File: config.mk
export PLATFORM = sky130hd
export DESIGN_NAME = posted_write_buf
export DESIGN_NICKNAME = d
export VERILOG_FILES = /design/src/rtl/pwb_pkg.sv /design/src/rtl/pwb_stage.sv /design/src/rtl/pwb_array.sv /design/src/rtl/pwb_rdpath.sv /design/src/rtl/posted_write_buf.sv
export SDC_FILE = /design/constraint.sdc
export NUM_CORES = 2
export LEC_CHECK = 0
export ABC_CLOCK_PERIOD_IN_PS = 4100
export BUFFER_PORTS_ARGS = -buffer_cell sky130_fd_sc_hd__buf_4
export CAP_MARGIN = 40
export CORE_ASPECT_RATIO = 1.5
export CORE_MARGIN = 1.5
export CORE_UTILIZATION = 40
export CTS_CLUSTER_SIZE = 20
export DETAILED_ROUTE_END_ITERATION = 12
export SYNTH_ARGS = -nofsm -noshare
export SYNTH_HDL_FRONTEND = slang
export SYNTH_MEMORY_MAX_BITS = 65536
export SYNTH_SLANG_ARGS = --single-unit
File: constraint.sdc
create_clock -name clk_i -period 4.1 [get_ports clk_i]
set_clock_uncertainty 0.1 [all_clocks]
set_input_delay 0.82 -clock clk_i [delete_from_list [all_inputs] [get_ports clk_i]]
set_output_delay 0.82 -clock clk_i [all_outputs]
set_load 0.01 [all_outputs]
File: src/rtl/pwb_pkg.sv
package pwb_pkg;
  localparam int unsigned BEATS = 2;
  typedef logic [BEATS-1:0] beat_mask_t;
endpackage

File: src/rtl/pwb_stage.sv
module pwb_stage
  import pwb_pkg::*;
#(
  parameter int unsigned ADDR_W = 6,
  parameter int unsigned DATA_W = 72
) (
  input  logic              clk_i,
  input  logic              rst_ni,
  input  logic              wr_i,
  input  logic              rd_i,
  input  logic [ADDR_W-1:0] addr_i,
  input  logic [DATA_W-1:0] wdata_i,
  input  beat_mask_t        ben_i,
  output logic              pend_o,
  output logic [ADDR_W-1:0] st_addr_o,
  output logic [DATA_W-1:0] st_data_o,
  output beat_mask_t        st_mask_o,
  output logic              commit_o,
  output beat_mask_t        hit_o
);
  logic              pend_q;
  logic [ADDR_W-1:0] st_addr_q;
  logic [DATA_W-1:0] st_data_q;
  beat_mask_t        st_mask_q;
  logic              addr_eq;

  always_ff @(posedge clk_i or negedge rst_ni) begin
    if (!rst_ni) begin
      pend_q    <= 1'b0;
      st_addr_q <= '0;
      st_data_q <= '0;
      st_mask_q <= '0;
    end else if (wr_i) begin
      pend_q    <= 1'b1;
      st_addr_q <= addr_i;
      st_data_q <= wdata_i;
      st_mask_q <= ben_i;
    end
  end

  // compare is only meaningful for a read against a parked entry
  assign addr_eq  = (addr_i == st_addr_q);
  assign hit_o    = (rd_i && pend_q && addr_eq) ? st_mask_q : '0;
  assign commit_o = wr_i && pend_q;

  assign pend_o    = pend_q;
  assign st_addr_o = st_addr_q;
  assign st_data_o = st_data_q;
  assign st_mask_o = st_mask_q;

  a_r3_stage_capture : assert property (@(posedge clk_i) disable iff (!rst_ni)
    wr_i |=> (pend_q && st_addr_q == $past(addr_i) && st_data_q == $past(wdata_i)
              && st_mask_q == $past(ben_i)));

  a_r2_hold_on_read : assert property (@(posedge clk_i) disable iff (!rst_ni)
    (rd_i && !wr_i) |=> ($stable(pend_q) && $stable(st_addr_q) && $stable(st_data_q)
                         && $stable(st_mask_q)));
endmodule

File: src/rtl/pwb_array.sv
module pwb_array
  import pwb_pkg::*;
#(
  parameter int unsigned ADDR_W = 6,
  parameter int unsigned BEAT_W = 36
) (
  input  logic                    clk_i,
  input  logic                    we_i,
  input  logic [ADDR_W-1:0]       waddr_i,
  input  logic [BEATS*BEAT_W-1:0] wdata_i,
  input  beat_mask_t              wmask_i,
  input  logic                    re_i,
  input  logic [ADDR_W-1:0]       raddr_i,
  output logic [BEATS*BEAT_W-1:0] rdata_o
);
  localparam int unsigned DEPTH = 1 << ADDR_W;

  for (genvar b = 0; b < BEATS; b++) begin : g_beat
    logic [BEAT_W-1:0] mem [DEPTH];
    logic [BEAT_W-1:0] rd_q;

    always_ff @(posedge clk_i) begin
      if (we_i && wmask_i[b]) mem[waddr_i] <= wdata_i[b*BEAT_W +: BEAT_W];
      if (re_i) rd_q <= mem[raddr_i];
    end

    assign rdata_o[b*BEAT_W +: BEAT_W] = rd_q;
  end
endmodule

File: src/rtl/pwb_rdpath.sv
module pwb_rdpath
  import pwb_pkg::*;
#(
  parameter int unsigned BEAT_W = 36
) (
  input  logic                    clk_i,
  input  logic                    rst_ni,
  input  logic                    rd_i,
  input  beat_mask_t              hit_i,
  input  logic [BEATS*BEAT_W-1:0] st_data_i,
  input  logic [BEATS*BEAT_W-1:0] arr_rdata_i,
  output logic                    rvalid_o,
  output beat_mask_t              rhit_o,
  output logic [BEATS*BEAT_W-1:0] rdata_o
);
  logic                    rvalid_q;
  beat_mask_t              hit_q;
  logic [BEATS*BEAT_W-1:0] fwd_q;

  // staged data is sampled with the read so a following commit cannot disturb it
  always_ff @(posedge clk_i or negedge rst_ni) begin
    if (!rst_ni) begin
      rvalid_q <= 1'b0;
      hit_q    <= '0;
      fwd_q    <= '0;
    end else begin
      rvalid_q <= rd_i;
      hit_q    <= rd_i ? hit_i : '0;
      if (rd_i) fwd_q <= st_data_i;
    end
  end

  for (genvar b = 0; b < BEATS; b++) begin : g_mux
    assign rdata_o[b*BEAT_W +: BEAT_W] = hit_q[b] ? fwd_q[b*BEAT_W +: BEAT_W]
                                                  : arr_rdata_i[b*BEAT_W +: BEAT_W];
  end

  assign rvalid_o = rvalid_q;
  assign rhit_o   = hit_q;

  a_r4_valid_after_read : assert property (@(posedge clk_i) disable iff (!rst_ni)
    rd_i |=> rvalid_q);
endmodule

File: src/rtl/posted_write_buf.sv
module posted_write_buf
  import pwb_pkg::*;
#(
  parameter int unsigned ADDR_W = 6,
  parameter int unsigned BEAT_W = 36
) (
  input  logic                    clk_i,
  input  logic                    rst_ni,
  input  logic                    cmd_valid_i,
  input  logic                    cmd_write_i,
  input  logic [ADDR_W-1:0]       cmd_addr_i,
  input  logic [2*BEAT_W-1:0]     cmd_wdata_i,
  input  logic [1:0]              cmd_ben_i,
  output logic                    arr_we_o,
  output logic [ADDR_W-1:0]       arr_waddr_o,
  output logic [2*BEAT_W-1:0]     arr_wdata_o,
  output logic [1:0]              arr_wmask_o,
  output logic                    arr_re_o,
  output logic [ADDR_W-1:0]       arr_raddr_o,
  output logic                    rd_valid_o,
  output logic [2*BEAT_W-1:0]     rd_data_o,
  output logic [1:0]              rd_hit_o
);
  localparam int unsigned DATA_W = BEATS * BEAT_W;

  logic              wr, rd, pend, commit;
  logic [ADDR_W-1:0] st_addr;
  logic [DATA_W-1:0] st_data, arr_rdata;
  beat_mask_t        st_mask, hit;

  assign wr = cmd_valid_i && cmd_write_i;
  assign rd = cmd_valid_i && !cmd_write_i;

  pwb_stage #(.ADDR_W(ADDR_W), .DATA_W(DATA_W)) u_stage (
    .clk_i, .rst_ni,
    .wr_i(wr), .rd_i(rd), .addr_i(cmd_addr_i), .wdata_i(cmd_wdata_i), .ben_i(cmd_ben_i),
    .pend_o(pend), .st_addr_o(st_addr), .st_data_o(st_data), .st_mask_o(st_mask),
    .commit_o(commit), .hit_o(hit)
  );

  pwb_array #(.ADDR_W(ADDR_W), .BEAT_W(BEAT_W)) u_array (
    .clk_i,
    .we_i(commit), .waddr_i(st_addr), .wdata_i(st_data), .wmask_i(st_mask),
    .re_i(rd), .raddr_i(cmd_addr_i), .rdata_o(arr_rdata)
  );

  pwb_rdpath #(.BEAT_W(BEAT_W)) u_rdpath (
    .clk_i, .rst_ni,
    .rd_i(rd), .hit_i(hit), .st_data_i(st_data), .arr_rdata_i(arr_rdata),
    .rvalid_o(rd_valid_o), .rhit_o(rd_hit_o), .rdata_o(rd_data_o)
  );

  assign arr_we_o    = commit;
  assign arr_waddr_o = st_addr;
  assign arr_wdata_o = st_data;
  assign arr_wmask_o = st_mask;
  assign arr_re_o    = rd;
  assign arr_raddr_o = cmd_addr_i;

  a_r5_hit_needs_parked : assert property (@(posedge clk_i) disable iff (!rst_ni)
    (rd_hit_o != 2'b00) |-> $past(pend && rd && cmd_addr_i == st_addr));

  a_r7_hit_within_mask : assert property (@(posedge clk_i) disable iff (!rst_ni)
    (rd_hit_o != 2'b00) |-> ((rd_hit_o & ~$past(st_mask)) == 2'b00));

  a_r4_valid_only_after_read : assert property (@(posedge clk_i) disable iff (!rst_ni)
    rd_valid_o |-> $past(cmd_valid_i && !cmd_write_i));

  a_r2_no_write_on_read : assert property (@(posedge clk_i) disable iff (!rst_ni)
    (cmd_valid_i && !cmd_write_i) |-> !arr_we_o);
endmodule

==> results.md <==
- DRC errors left: 0
- Ports: 247
- H-tree depth: 5
- Final worst slack: between 500 and 600 ps
- Post-Syn Area: 0.183 mm^2
- Comb pwr share: 7.3%
- Relative slew slack: 32.7%
- Slowest cell on crit path: mux2_2
- Seq pwr share: 53.5%
- Global-route wire length before repair: ~760000 um
- Post-CTS Setup Bufs: 0
- 1st-iter DRT viols: 11.4k
- Post-synthesis sequential area ratio: 79.0%
- Setup violators final: 0
- P per Cell Area: 496 mW/mm^2
- Crit path cell chain: buf_4 -> buf_16 -> mux2_2 -> buf_4
- Req. time, crit path: 3180 ps
- Initial antenna violation count: 34
- Clock Tree Buf Depth: 4
- Reg2Reg Setup Slack: 1040 ps
- Outcome: complete, no violations
- Min Clock Period, post-route: between 3000 and 4000 ps
- Die footprint: 0.462 mm^2
- Post-DP HPWL: 318000 um
- Area occupied by multi-input gates: about 0.037 mm^2
- Die X: 555 um
- Worst Reg-to-Reg Cells: 6
- Sw Pwr: 0.0240 W
- Mapped Avg Cell Area: 23.4 um^2
- Yosys top cell by area: edfxtp_1
- Yosys warns: 0
- Core ar.: 0.456 mm^2
- Worst slew pin tran: ~1000 ps
- Dpl ws: -6.98 ps
- Most used cell, CP: buf_4
- Worst Path Arrival: 2590 ps
- RR Endpoint: u_array.g_beat[1].mem[50][5]$_DFFE_PP_
- Row count: 304
- Number of global-route vias before repair: slightly above 90k
- Crit path launch: u_rdpath.rhit_o[0]$_DFF_PN0_
- Max-slew violations: 0
- Ranking of synthesized cells by area: edfxtp_1 (77%), mux4_2 (14%), dfrtp_1 (2.1%), mux2_2 (1.4%), a22oi_1 (0.89%)
- Yosys reg bits: 4836
- Distinct cells, synth: 37
- Synthesized net count: 7917
- DP Cell Count: 14.2k
- CTS Hold Bufs: 64
- Leak: 66.9 nW
- Final std cells w/o fill: 15.1k
- WP depth: 4
- First-pass DRT Iterations: 8
- RePlAce Congestion: 0.817
- Kind of critical path: flip-flop to output pin
- Fin nets: about 8.8k
- Total CTS buffers: 447
- Hold/Removal Path Class: input port to flip-flop
- Number of port buffers: 246
- Total track usage: 23.8%
- Fill cell count: 37.0k
- Reg2reg start: u_stage.st_addr_o[1]$_DFFE_PN0N_
- Initial Utilization: between 40% and 50%
- Top delay family on crit path: buffers and inverters
- Layout cells sized above 1: between 30% and 40%
- IR drop worst, VDD: 466 uV
- Sw Share: 22.7%
- Final wirelength: between 500000 and 600000 um
- Cell-internal power: 0.0819 W
- DRT antenna net count: 0
- Clock Sinks: 4836
- Worst Setup EP: rd_data_o[5]
- Register area: around 0.14 mm^2
- WL/cell: 36.7 um
- Clock group share of total power: about two fifths
- Clock transition at path regs: 60 ps
- Area grow syn2layout: 16.8%
- Hold WS: between 70 and 80 ps
- Worst setup EP type: output pin
- Vias: slightly above 90k
- RSZ-0062 raised after global routing: false
- Part of the cycle the worst path needs: around 86%
- Hold Vio Cnt, Final: 0
- CTS root buf: clkbuf_16
- Largest net degree at the start of global routing: 69
- Fmax: 285 MHz
- CTS tree: built
- Grt ovf: 0
- Vias per cell: 6.00
- Worst Path Buf+Inv: 3
- Resized Gates After CTS: 0
- Cells after synthesis: slightly below 8k
- CP Launch Type: flip-flop
- Worst path max stage delay: about 510 ps
- Max cap viols: 0
- Die height: 831 um
- Post-synth top area share: 76.8%
- Clock Latency Late Sink: 1030 ps
- Worst-path fanout max: 36
- Hold path startpoint: cmd_wdata_i[26]
## per-stage QoR
step	total power [W]	instance area, um^2	util, %	TNS (ps)
final	0.106	214000	46.9	0
after global placement	0.0652	198000	43.5	-748
after CTS	0.107	214000	46.8	0
after floorplan	0.0612	183000	-	0
after detailed placement	0.0655	199000	43.5	-6.98
after global routing	0.109	214000	46.9	0
## power groups by stage
| stage | Combinational, W | Sequential (W) | Clock (W) |
|---|---|---|---|
| 2_1_floorplan | 0.00277 | 0.0585 | 0 |
| 3_3_place_gp | 0.00745 | 0.0577 | 0 |
| 3_5_place_dp | 0.00771 | 0.0578 | 0 |
| 4_1_cts | 0.00777 | 0.0567 | 0.0421 |
| 5_1_grt | 0.00805 | 0.0567 | 0.0438 |
| 6_report | 0.00770 | 0.0567 | 0.0415 |
## cells in the mapped netlist, drive strengths merged
| master | number |
|---|---|
| o221ai | 112 |
| a221oi | 74 |
| a211oi | 72 |
| nor4 | 1 |
| xnor2 | 3 |
| nor2 | 165 |
| o22ai | 116 |
| dfrtp | 156 |
| clkbuf | 169 |
| nor2b | 49 |
| a21oi | 29 |
| or3b | 4 |
| nand3 | 48 |
| mux2i | 87 |
| buf | 287 |
| xor2 | 3 |
| and3 | 73 |
| nand2 | 69 |
| inv | 14 |
| nand4 | 2 |
| mux4 | 1152 |
| or3 | 2 |
| a22oi | 216 |
| nand2b | 11 |
| a31oi | 1 |
| o21ai | 2 |
| nand3b | 7 |
| mux2 | 222 |
| and2 | 4 |
| edfxtp | 4680 |
| or2 | 3 |
## cells by family after synthesis
family	after synthesis	share of synthesized area [%]
AND/OR/NAND/NOR	438	1.16
buffers and inverters	470	1.28
multiplexers	1461	16.0
flip-flops	4836	79.0
XOR/XNOR	6	0.0287
AO/OA/AOI/OAI	622	2.56
## worst min path at each step
stage / endpoint / depth (start not counted)
global placement: u_stage.pend_o$_DFFE_PN0N_ / 1
detailed placement: u_rdpath.fwd_q[26]$_DFFE_PN0N_ / 1
global route: u_stage.st_data_o[24]$_DFFE_PN0N_ / 2
floorplan: u_stage.pend_o$_DFFE_PN0N_ / 1
CTS: u_stage.st_data_o[3]$_DFFE_PN0N_ / 2
finish: u_stage.st_data_o[26]$_DFFE_PN0N_ / 2
## cells in the final DEF, fill, tap and decap left out, types with 112 or more instances in the layout
master,count
o22ai_1,116
a22oi_1,216
buf_12,230
edfxtp_1,4680
nor2_4,130
mux4_2,1152
clkbuf_16,451
mux2_2,222
o221ai_1,112
buf_4,599
## registers in the layout (all words and copies together) (netlist names)
name / count
u_stage.st_data_o: 72
u_rdpath.rvalid_o: 1
u_rdpath.fwd_q: 72
u_stage.st_addr_o: 6
u_stage.st_mask_o: 2
u_rdpath.rhit_o: 2
u_array.g_beat.rd_q: 72
u_stage.pend_o: 1
u_array.g_beat.mem: 4608
## worst reg2reg max path: cells and delay by family, from the launching register on
kind / cells / cell delay, ps
buffers and inverters: 3 / 810
AND/OR/NAND/NOR: 3 / 1080
flip-flops: 1 / 650
## per-layer routing
| layer | GRT usage [%] | up-vias | part of all wire [%] |
|---|---|---|---|
| li1 | - | 35500 | - |
| met1 | 28.8 | 49800 | 35 |
| met2 | 41.7 | 4467 | 52 |
| met3 | 3.45 | 887 | 7.4 |
| met4 | 11.7 | 10 | 5.6 |
| met5 | 0 | - | 0.012 |
## final cells by class
class                   instances  share of cell area, %
flip-flops and latches       4836                   67.6
diodes                         38                 0.0445
inverters                      14                 0.0246
multi-input cells            2527                   17.4
clock buffers                 551                   5.50
clock inverters               267                   1.25
well taps                    5967                   3.49
repair buffers                905                   4.65
Power figures use the tool's default switching activity.
